<file path="src/rtl/crtc_addr_pkg.sv">
package crtc_addr_pkg;

    localparam int ADDR_W = 16;
    localparam int SCAN_W = 5;
    localparam int LINE_W = 10;
    localparam int OFS_W  = 8;
    localparam int SKIP_W = 2;
    localparam int PHASE_W = 2;

    typedef logic [ADDR_W-1:0] addr_t;
    typedef logic [SCAN_W-1:0] scan_t;

    typedef enum logic [1:0] {
        AM_BYTE  = 2'd0,
        AM_WORD  = 2'd1,
        AM_DWORD = 2'd2
    } amode_e;

    typedef struct packed {
        amode_e mode;
        logic   wrap_hi;
        logic   no_sub13;
        logic   no_sub14;
    } map_cfg_t;

    function automatic amode_e decode_mode(logic dword, logic byte_mode);
        if (dword)          return AM_DWORD;
        else if (byte_mode) return AM_BYTE;
        else                return AM_WORD;
    endfunction

    function automatic addr_t row_pitch(logic [OFS_W-1:0] ofs, amode_e m);
        addr_t wide;
        wide = addr_t'(ofs);
        case (m)
            AM_DWORD: return wide << 3;
            AM_WORD:  return wide << 2;
            default:  return wide << 1;
        endcase
    endfunction

    function automatic addr_t remap_mode(addr_t a, amode_e m, logic wrap_hi);
        case (m)
            AM_WORD:  return {a[ADDR_W-2:0], (wrap_hi ? a[15] : a[13])};
            AM_DWORD: return {a[ADDR_W-3:0], a[15:14]};
            default:  return a;
        endcase
    endfunction

    function automatic addr_t bank_insert(addr_t a, scan_t s, logic no13, logic no14);
        addr_t r;
        r = a;
        if (!no13) r[13] = s[0];
        if (!no14) r[14] = s[1];
        return r;
    endfunction

endpackage

</file>
<file path="src/rtl/crtc_row_tracker.sv">
module crtc_row_tracker
    import crtc_addr_pkg::*;
(
    input  logic              clk,
    input  logic              rst,
    input  logic              frame_start,
    input  logic              line_start,
    input  logic [LINE_W-1:0] line_cnt,
    input  logic [LINE_W-1:0] split_line,
    input  addr_t             start_addr,
    input  scan_t             preset_scan,
    input  scan_t             max_scan,
    input  addr_t             pitch,
    output addr_t             next_base,
    output scan_t             scan_q
);
    addr_t base_q;
    scan_t scan_d;

    always_comb begin
        next_base = base_q;
        scan_d    = scan_q;
        if (frame_start) begin
            next_base = start_addr;
            scan_d    = preset_scan;
        end else if (line_start) begin
            if (line_cnt == split_line) begin
                next_base = '0;
                scan_d    = '0;
            end else if (scan_q == max_scan) begin
                next_base = base_q + pitch;
                scan_d    = '0;
            end else begin
                scan_d    = scan_q + 1'b1;
            end
        end
    end

    always_ff @(posedge clk) begin
        if (rst) begin
            base_q <= '0;
            scan_q <= '0;
        end else begin
            base_q <= next_base;
            scan_q <= scan_d;
        end
    end
endmodule

</file>
<file path="src/rtl/crtc_char_counter.sv">
module crtc_char_counter
    import crtc_addr_pkg::*;
(
    input  logic              clk,
    input  logic              rst,
    input  logic              load,
    input  addr_t             load_base,
    input  logic [SKIP_W-1:0] skip,
    input  logic              adv,
    input  logic              half_rate,
    input  logic              quarter_rate,
    output addr_t             count_q
);
    logic [PHASE_W-1:0] phase_q;
    logic               step_now;

    always_comb begin
        if (quarter_rate)   step_now = (phase_q == '1);
        else if (half_rate) step_now = phase_q[0];
        else                step_now = 1'b1;
    end

    always_ff @(posedge clk) begin
        if (rst) begin
            count_q <= '0;
            phase_q <= '0;
        end else if (load) begin
            count_q <= load_base + addr_t'(skip);
            phase_q <= '0;
        end else if (adv) begin
            phase_q <= phase_q + 1'b1;
            if (step_now) count_q <= count_q + 1'b1;
        end
    end
endmodule

</file>
<file path="src/rtl/crtc_addr_mapper.sv">
module crtc_addr_mapper
    import crtc_addr_pkg::*;
(
    input  addr_t    count,
    input  scan_t    scan,
    input  map_cfg_t cfg,
    output addr_t    addr
);
    addr_t moded;

    always_comb begin
        moded = remap_mode(count, cfg.mode, cfg.wrap_hi);
        addr  = bank_insert(moded, scan, cfg.no_sub13, cfg.no_sub14);
    end
endmodule

</file>
<file path="src/rtl/crtc_addr_gen.sv">
module crtc_addr_gen
    import crtc_addr_pkg::*;
(
    input  logic              clk,
    input  logic              rst,
    input  logic              frame_start,
    input  logic              line_start,
    input  logic              char_adv,
    input  logic [LINE_W-1:0] line_cnt,
    input  logic [ADDR_W-1:0] start_addr,
    input  logic [OFS_W-1:0]  row_offset,
    input  logic [SCAN_W-1:0] preset_scan,
    input  logic [SKIP_W-1:0] byte_skip,
    input  logic [SCAN_W-1:0] max_scan,
    input  logic [LINE_W-1:0] split_line,
    input  logic              ctl_no_sub13,
    input  logic              ctl_no_sub14,
    input  logic              ctl_half_rate,
    input  logic              ctl_wrap_hi,
    input  logic              ctl_byte_mode,
    input  logic              ctl_quarter_rate,
    input  logic              ctl_dword,
    output logic [ADDR_W-1:0] mem_addr,
    output logic [SCAN_W-1:0] scan_line
);
    map_cfg_t cfg;
    addr_t    pitch;
    addr_t    next_base;
    addr_t    char_addr;
    logic     reload;

    always_comb begin
        cfg.mode     = decode_mode(ctl_dword, ctl_byte_mode);
        cfg.wrap_hi  = ctl_wrap_hi;
        cfg.no_sub13 = ctl_no_sub13;
        cfg.no_sub14 = ctl_no_sub14;
        pitch        = row_pitch(row_offset, cfg.mode);
        reload       = frame_start | line_start;
    end

    crtc_row_tracker u_rows (
        .clk         (clk),
        .rst         (rst),
        .frame_start (frame_start),
        .line_start  (line_start),
        .line_cnt    (line_cnt),
        .split_line  (split_line),
        .start_addr  (start_addr),
        .preset_scan (preset_scan),
        .max_scan    (max_scan),
        .pitch       (pitch),
        .next_base   (next_base),
        .scan_q      (scan_line)
    );

    crtc_char_counter u_chars (
        .clk          (clk),
        .rst          (rst),
        .load         (reload),
        .load_base    (next_base),
        .skip         (byte_skip),
        .adv          (char_adv),
        .half_rate    (ctl_half_rate),
        .quarter_rate (ctl_quarter_rate),
        .count_q      (char_addr)
    );

    crtc_addr_mapper u_map (
        .count (char_addr),
        .scan  (scan_line),
        .cfg   (cfg),
        .addr  (mem_addr)
    );
endmodule

</file>
<file path="config.mk">
export PLATFORM = sky130hd
export DESIGN_NAME = crtc_addr_gen
export DESIGN_NICKNAME = d
export VERILOG_FILES = /design/src/rtl/crtc_addr_pkg.sv /design/src/rtl/crtc_row_tracker.sv /design/src/rtl/crtc_char_counter.sv /design/src/rtl/crtc_addr_mapper.sv /design/src/rtl/crtc_addr_gen.sv
export SDC_FILE = /design/constraint.sdc
export NUM_CORES = 1
export LEC_CHECK = 0
export BUFFER_PORTS_ARGS = -buffer_cell sky130_fd_sc_hd__buf_2
export CORE_UTILIZATION = 49
export DETAILED_ROUTE_END_ITERATION = 8
export GPL_TIMING_DRIVEN = 0
export MAX_ROUTING_LAYER = met4
export PLACE_DENSITY = 0.74
export REMOVE_ABC_BUFFERS = 1
export SLEW_MARGIN = 5
export SYNTH_ARGS = -nofsm -noshare
export SYNTH_HDL_FRONTEND = slang
export SYNTH_SLANG_ARGS = --single-unit
</file>
<file path="constraint.sdc">
create_clock -name clk -period 6.9 [get_ports clk]
set_input_delay 1.38 -clock clk [delete_from_list [all_inputs] [get_ports clk]]
set_output_delay 1.38 -clock clk [all_outputs]
set_load 0.005 [all_outputs]
</file>
After elaboration in Yosys (flattened, before gate mapping)
Index checks and enable logic that the tools add are counted.
{"block": "word_totals", "regBits": 39, "in_bits": 68, "out_inout_bits": 21, "wordCells": 40}
{"block": "op_classes", "add_sub_neg": 5, "eq_ne": 5, "n_mux": 20, "n_bitwise": 1, "n_reduce_logical": 5}
{"operator": "$mux W16", "n": 7}
{"operator": "$pmux W16 S2", "n": 1}
{"operator": "$pmux W11 S2", "n": 1}
{"operator": "$mux W5", "n": 4}
{"operator": "$add A16 B1 Y16 const B", "n": 1}
{"operator": "$add A16 B11 Y16", "n": 1}
{"operator": "$add A16 B2 Y16", "n": 1}
{"operator": "$eq A10 B10 Y1", "n": 1}
{"operator": "$mux W1", "n": 6}
{"operator": "$reduce_bool A2 Y1", "n": 3}
{"operator": "$add A5 B1 Y5 const B", "n": 1}
{"operator": "$eq A5 B5 Y1", "n": 1}
{"operator": "$eq A2 B2 Y1 const B", "n": 2}
{"operator": "$add A2 B1 Y2 const B", "n": 1}
{"operator": "$eq A2 B1 Y1 const B", "n": 1}
{"operator": "$mux W2", "n": 1}
{"operator": "$reduce_and A2 Y1", "n": 1}
{"operator": "$reduce_or A2 Y1", "n": 1}
{"operator": "$or A1 B1 Y1", "n": 1}

Depth between registers and ports, before layout
{"block": "depth", "word_depth": 11, "ltp_mapped": 16, "ltp_nobuf": 13}

Hierarchy
From an unflattened synthesis, not the netlist that was laid out.
{"block": "hier_totals", "hier_cells": 512, "hier_area_um2": 3991.3}
{"module": "crtc_row_tracker", "instances": 1, "cells_each": 263, "area_each_um2": 2082.0, "seq_area_each_um2": 420.4}
{"module": "crtc_char_counter", "instances": 1, "cells_each": 157, "area_each_um2": 1328.8, "seq_area_each_um2": 360.3}
{"module": "crtc_addr_mapper", "instances": 1, "cells_each": 64, "area_each_um2": 396.6, "seq_area_each_um2": 0.0}
{"module": "crtc_addr_gen", "instances": 1, "cells_each": 28, "area_each_um2": 183.9, "seq_area_each_um2": 0.0}

Worst setup path after synthesis
OpenSTA, ideal clock, no wires.
{"block": "synth_path", "path_type": "in2reg", "from": "input port ctl_byte_mode", "to": "register u_chars.count_q[13]", "setup_time_ps": 117, "arrival_time_ps": 5267, "t_required_ps": 6783, "path_slack_ps": 1516, "cell_stages": 14, "n_path_buf": 3, "cell_sequence": "clkbuf_1 > clkbuf_1 > mux2i_1 > o21ai_0 > ha_1 > a21o_1 > a41o_1 > nor3_1 > xor2_1 > o31a_1 > or4_1 > buf_2 > or4_1 > a32o_1"}
{"block": "synth_between", "elab_chain_cells": 11, "word_cells_on_any_way": 12, "classes_between": "add/sub (2); eq/ne (2); mux (8)"}
{"element": "start, declared", "line_no": "crtc_addr_gen.sv:20", "text": "input logic ctl_byte_mode,"}
{"element": "$mux W1 (*)", "line_no": "crtc_addr_pkg.sv:28", "text": "else if (byte_mode) return AM_BYTE;"}
{"element": "$mux W2 (*)", "line_no": "crtc_addr_pkg.sv:27", "text": "if (dword) return AM_DWORD;"}
{"element": "$eq A2 B1 Y1 / $eq A2 B2 Y1 (equally long branches)", "line_no": "crtc_addr_pkg.sv:35", "text": "case (m)"}
{"element": "$pmux W11 S2 (*)", "line_no": "crtc_addr_pkg.sv:35"}
{"element": "$add A16 B11 Y16 (*)", "line_no": "crtc_row_tracker.sv:31", "text": "next_base = base_q + pitch;"}
{"element": "$mux W16 (*)", "line_no": "crtc_row_tracker.sv:30", "text": "end else if (scan_q == max_scan) begin"}
{"element": "$mux W16 (*)", "line_no": "crtc_row_tracker.sv:27", "text": "if (line_cnt == split_line) begin"}
{"element": "$mux W16 (*)", "line_no": "crtc_row_tracker.sv:26", "text": "end else if (line_start) begin"}
{"element": "$mux W16 (*)", "line_no": "crtc_row_tracker.sv:23", "text": "if (frame_start) begin"}
{"element": "$add A16 B2 Y16 (*)", "line_no": "crtc_char_counter.sv:28", "text": "count_q <= load_base + addr_t'(skip);"}
{"element": "$mux W16 (*)", "line_no": "crtc_char_counter.sv:27", "text": "end else if (load) begin"}
{"element": "end signal, assigned", "line_no": "crtc_char_counter.sv:28"}
{"element": "end signal, assigned", "line_no": "crtc_char_counter.sv:32", "text": "if (step_now) count_q <= count_q + 1'b1;"}
{"element": "end, declared", "line_no": "crtc_char_counter.sv:12", "text": "output addr_t count_q"}
Mark *: on every way between the ends. The rest lies on a longest branch, timed or not.
A chain may end at the register's enable or synchronous reset.

Worst setup path after layout
{"block": "layout_path", "from": "input port ctl_byte_mode", "to": "register u_chars.count_q[14]"}
Same word-level chain as after synthesis.

==> results.yml <==
status:
  status: "complete, no violations"
placement:
  place.gp.congestion: 0.931
  io_buffers: 88
  dp_hpwl_um: 7910
  dpl-instance-area_um2: 4240
  post-place-ws_ns: 1.35
sta:
  rsz0062_at_grt: "no"
  setup_slack_ns: 1.54
  setup_viol: 0
  drv_slew: 0
  finalCritPeriodShare_pct: 77.7
  tns_ns: 0
  fmax_mhz: 186
  clock_skew_ns: 0.00920
  min_period_ns: 5.36
  relSlewSlack_pct: 29.9
  tightestPinTransition_ns: 1.04
  hold_viol_final: 0
pwr:
  internal-power_uw: 402
  netSwitchingFraction_pct: 35.3
  leakage_uw: 0.00183
  power_frac_clock_pct: 24.6
  power_switching_uw: 219
  p_per_area_nw_per_um2: 144
  ir_drop_v: 0.0000999
  seq_power_share_pct: 42.0
  pwr-share-comb_pct: 33.5
setup_path:
  critPathKind: "in -> reg"
  worstPathRequired_ns: 7.10
  crit_path_end_kind: "register"
  cp-start-kind: "input pin"
  critPathArrivalTime_ns: 5.56
  worst-path-max-fanout: 26
grt:
  grt_overflow_total: 0
  grt_max_degree: 50
  grt_pass1_wl_um: 17100
  grt_pass1_vias: 3594
  grtUsageTotal_pct: 26.2
  antenna_found_initial: 0
clocking:
  insertion_delay_ns: 0.29
  cts_resized: 0
  cts_tree: "yes"
  cts_setup_buffers: 0
  cts_buffers: 5
  clkSinkCount: 39
  h-tree-depth: 2
  cts_buffer_depth: 2
  clkTransAtPathRegs_ns: 0.08
  cts-root-buf: "clkbuf_8"
  cts-hold-fix-buffers: 0
route:
  viasPerCell: 6.00
  wl_per_cell_um: 15.3
  postRouteAntennaNets: 0
  dr.pass1.iters: 5
  num_vias: 4027
  initialDrtViolationCount: 326
  routed_wl_um: 10200
  post-route-drc-count: 0
flow_run:
  cap_violations: 0
logic_synthesis:
  synth_largest_area_cell: "dfxtp_1"
  syn_avg_cell_area_um2: 7.54
  yosysSeqAreaShare_pct: 20.7
  synth_area_leaders: "dfxtp_1, xnor2_1, mux2i_1"
  synth_cells: 500
  synth_flop_cell: "dfxtp_1"
  synth-seq-cells: 39
  synth_area_um2: 3770
  synth_cell_type_count: 62
  synth-warning-count: 0
  synth_edf_count: 0
  synth-async-reset-ratio_pct: 0
  post-synth-top-area-fraction_pct: 20.7
min_path:
  hold_class: "reg -> reg"
finish:
  drive_above_1_share_pct: 19.6
  post-route-util_pct: 59.0
  insertedDiodeCount: 0
  nets: 658
  syn2layout_area_growth_pct: 14.7
  fin_area_um2: 4320
floorplanning:
  fp.dieArea_um2: 8050
  start_util_pct: 51.4
  die_h_um: 89.7
  core_area_um2: 7330
  die_x_um: 89.7
  ios: 89
  num_rows: 31
final cells by class:
type                            count  area, µm²
Inverter                           18       67.6
Tap cell                           99        124
Sequential cell                    39        781
Timing Repair Buffer               88        440
Clock buffer                        7       76.3
Multi-Input combinational cell    419       2830
Clock inverter                      1       5.00
Fill cell                         699       3010
flip-flops by register name, summed over array words and instances, names as in the netlist:
register and cells:
u_chars.phase_q 2, u_chars.count_q 16, u_rows.scan_q 5, u_rows.base_q 16
Yosys cell counts (all sizes together), types with 3 or more instances:
cell and instances:
or4 7, a2111oi 3, nand3 12, xor2 11
and3 9, mux2 4, clkbuf 22, a21o 5
and4 4, nor3 18, and2 5, a221oi 3
a31oi 3, o31ai 6, a21boi 4, xnor2 30
nand4b 3, nand4 10, ha 17, or3 5
nand3b 3, o31a 4, or2 4, nor2 49
mux2i 26, a32o 4, o41ai 5, nor4 6
dfxtp 39, a211oi 11, a21oi 21, nand2b 3
o211ai 5, o21ai 38, nand2 56, a22oi 4
inv 17
worst max-delay path, stage by stage:
cell	delay (ns)
buf_2	0.57
nand2_1	0.11
nor2_1	0.12
ha_1	0.20
inv_1	0.07
fa_1	0.40
nand3b_1	0.22
a21oi_1	0.28
o211ai_1	0.27
a2111oi_0	0.55
nor3_1	0.27
or3_1	0.42
or4_1	0.49
o221ai_1	0.19
layer usage:
| layer | vias to the layer above | part of all wire [%] | track usage [%] |
|---|---|---|---|
| li1 | 2007 | - | - |
| met1 | 1885 | 46 | 34.1 |
| met2 | 126 | 48 | 44.2 |
| met3 | 9 | 5.2 | 3.64 |
| met4 | 0 | 0.66 | 3.28 |
| met5 | - | 0 | - |
power by group through the flow:
| stage | clock, µW | sequential, µW | combinational (µW) |
|---|---|---|---|
| floorplan | 0 | 260 | 132 |
| global placement | 0 | 265 | 201 |
| detailed placement | 0 | 266 | 206 |
| CTS | 154 | 260 | 208 |
| global route | 162 | 263 | 232 |
| finish | 153 | 261 | 208 |
layout by cell type (no fill, tap or decap), types with 3 or more instances in the layout:
cell	n
nand4b_1	3
and2_1	5
a21o_1	5
nand3b_1	3
a32o_1	3
a21boi_0	4
mux2_2	4
a211oi_1	11
buf_2	88
o31a_1	4
dfxtp_1	39
a22oi_1	4
xnor2_1	30
a2111oi_0	3
and3_1	9
nor2_1	48
xor2_1	10
o211ai_1	5
a31oi_1	3
mux2i_1	26
ha_1	17
a221oi_1	3
or3_1	4
o21ai_0	38
inv_1	16
o41ai_1	5
nand2b_1	3
clkbuf_8	5
nand4_1	10
a21oi_1	21
and4_1	4
nor3_1	17
o31ai_1	6
nor4_1	6
nand3_1	11
or4_1	7
or2_2	4
nand2_1	56
through the flow:
stage | std cells | hold WS [ns] | power (µW)
after CTS | 671 | 0.526 | 622
after global routing | 671 | 0.579 | 658
after global placement | 663 | 0.504 | 466
after detailed placement | 663 | 0.514 | 472
after floorplan | 476 | 0.497 | 391
final | 671 | 0.525 | 621
path summary, 6_finish.rpt:
kind	slack (ns)	depth (start not counted)	end	start
worst min-delay path	0.52	2	u_rows.scan_q[4]$_SDFFE_PP0N_	u_rows.scan_q[4]$_SDFFE_PP0N_
worst max-delay path	1.54	14	u_chars.count_q[14]$_SDFFE_PP0P_	ctl_byte_mode
worst max register to register	3.11	11	u_chars.count_q[14]$_SDFFE_PP0P_	u_rows.base_q[1]$_SDFF_PP0_
worst min register to register	0.52	2	u_rows.scan_q[4]$_SDFFE_PP0N_	u_rows.scan_q[4]$_SDFFE_PP0N_
cell families (layout without fill, tap and decap cells):
logic type	Yosys count	count (layout)	synth area share (%)
buffers and inverters	42	114	4.25
and+or+nand+nor	198	198	26.9
adders and majority gates	19	19	6.70
AOI/OAI and AO/OA	131	131	23.6
DFF	39	39	20.7
xor gates and xnor gates	41	41	9.72
muxes	30	30	8.10
(Power assumes the default switching activity.)
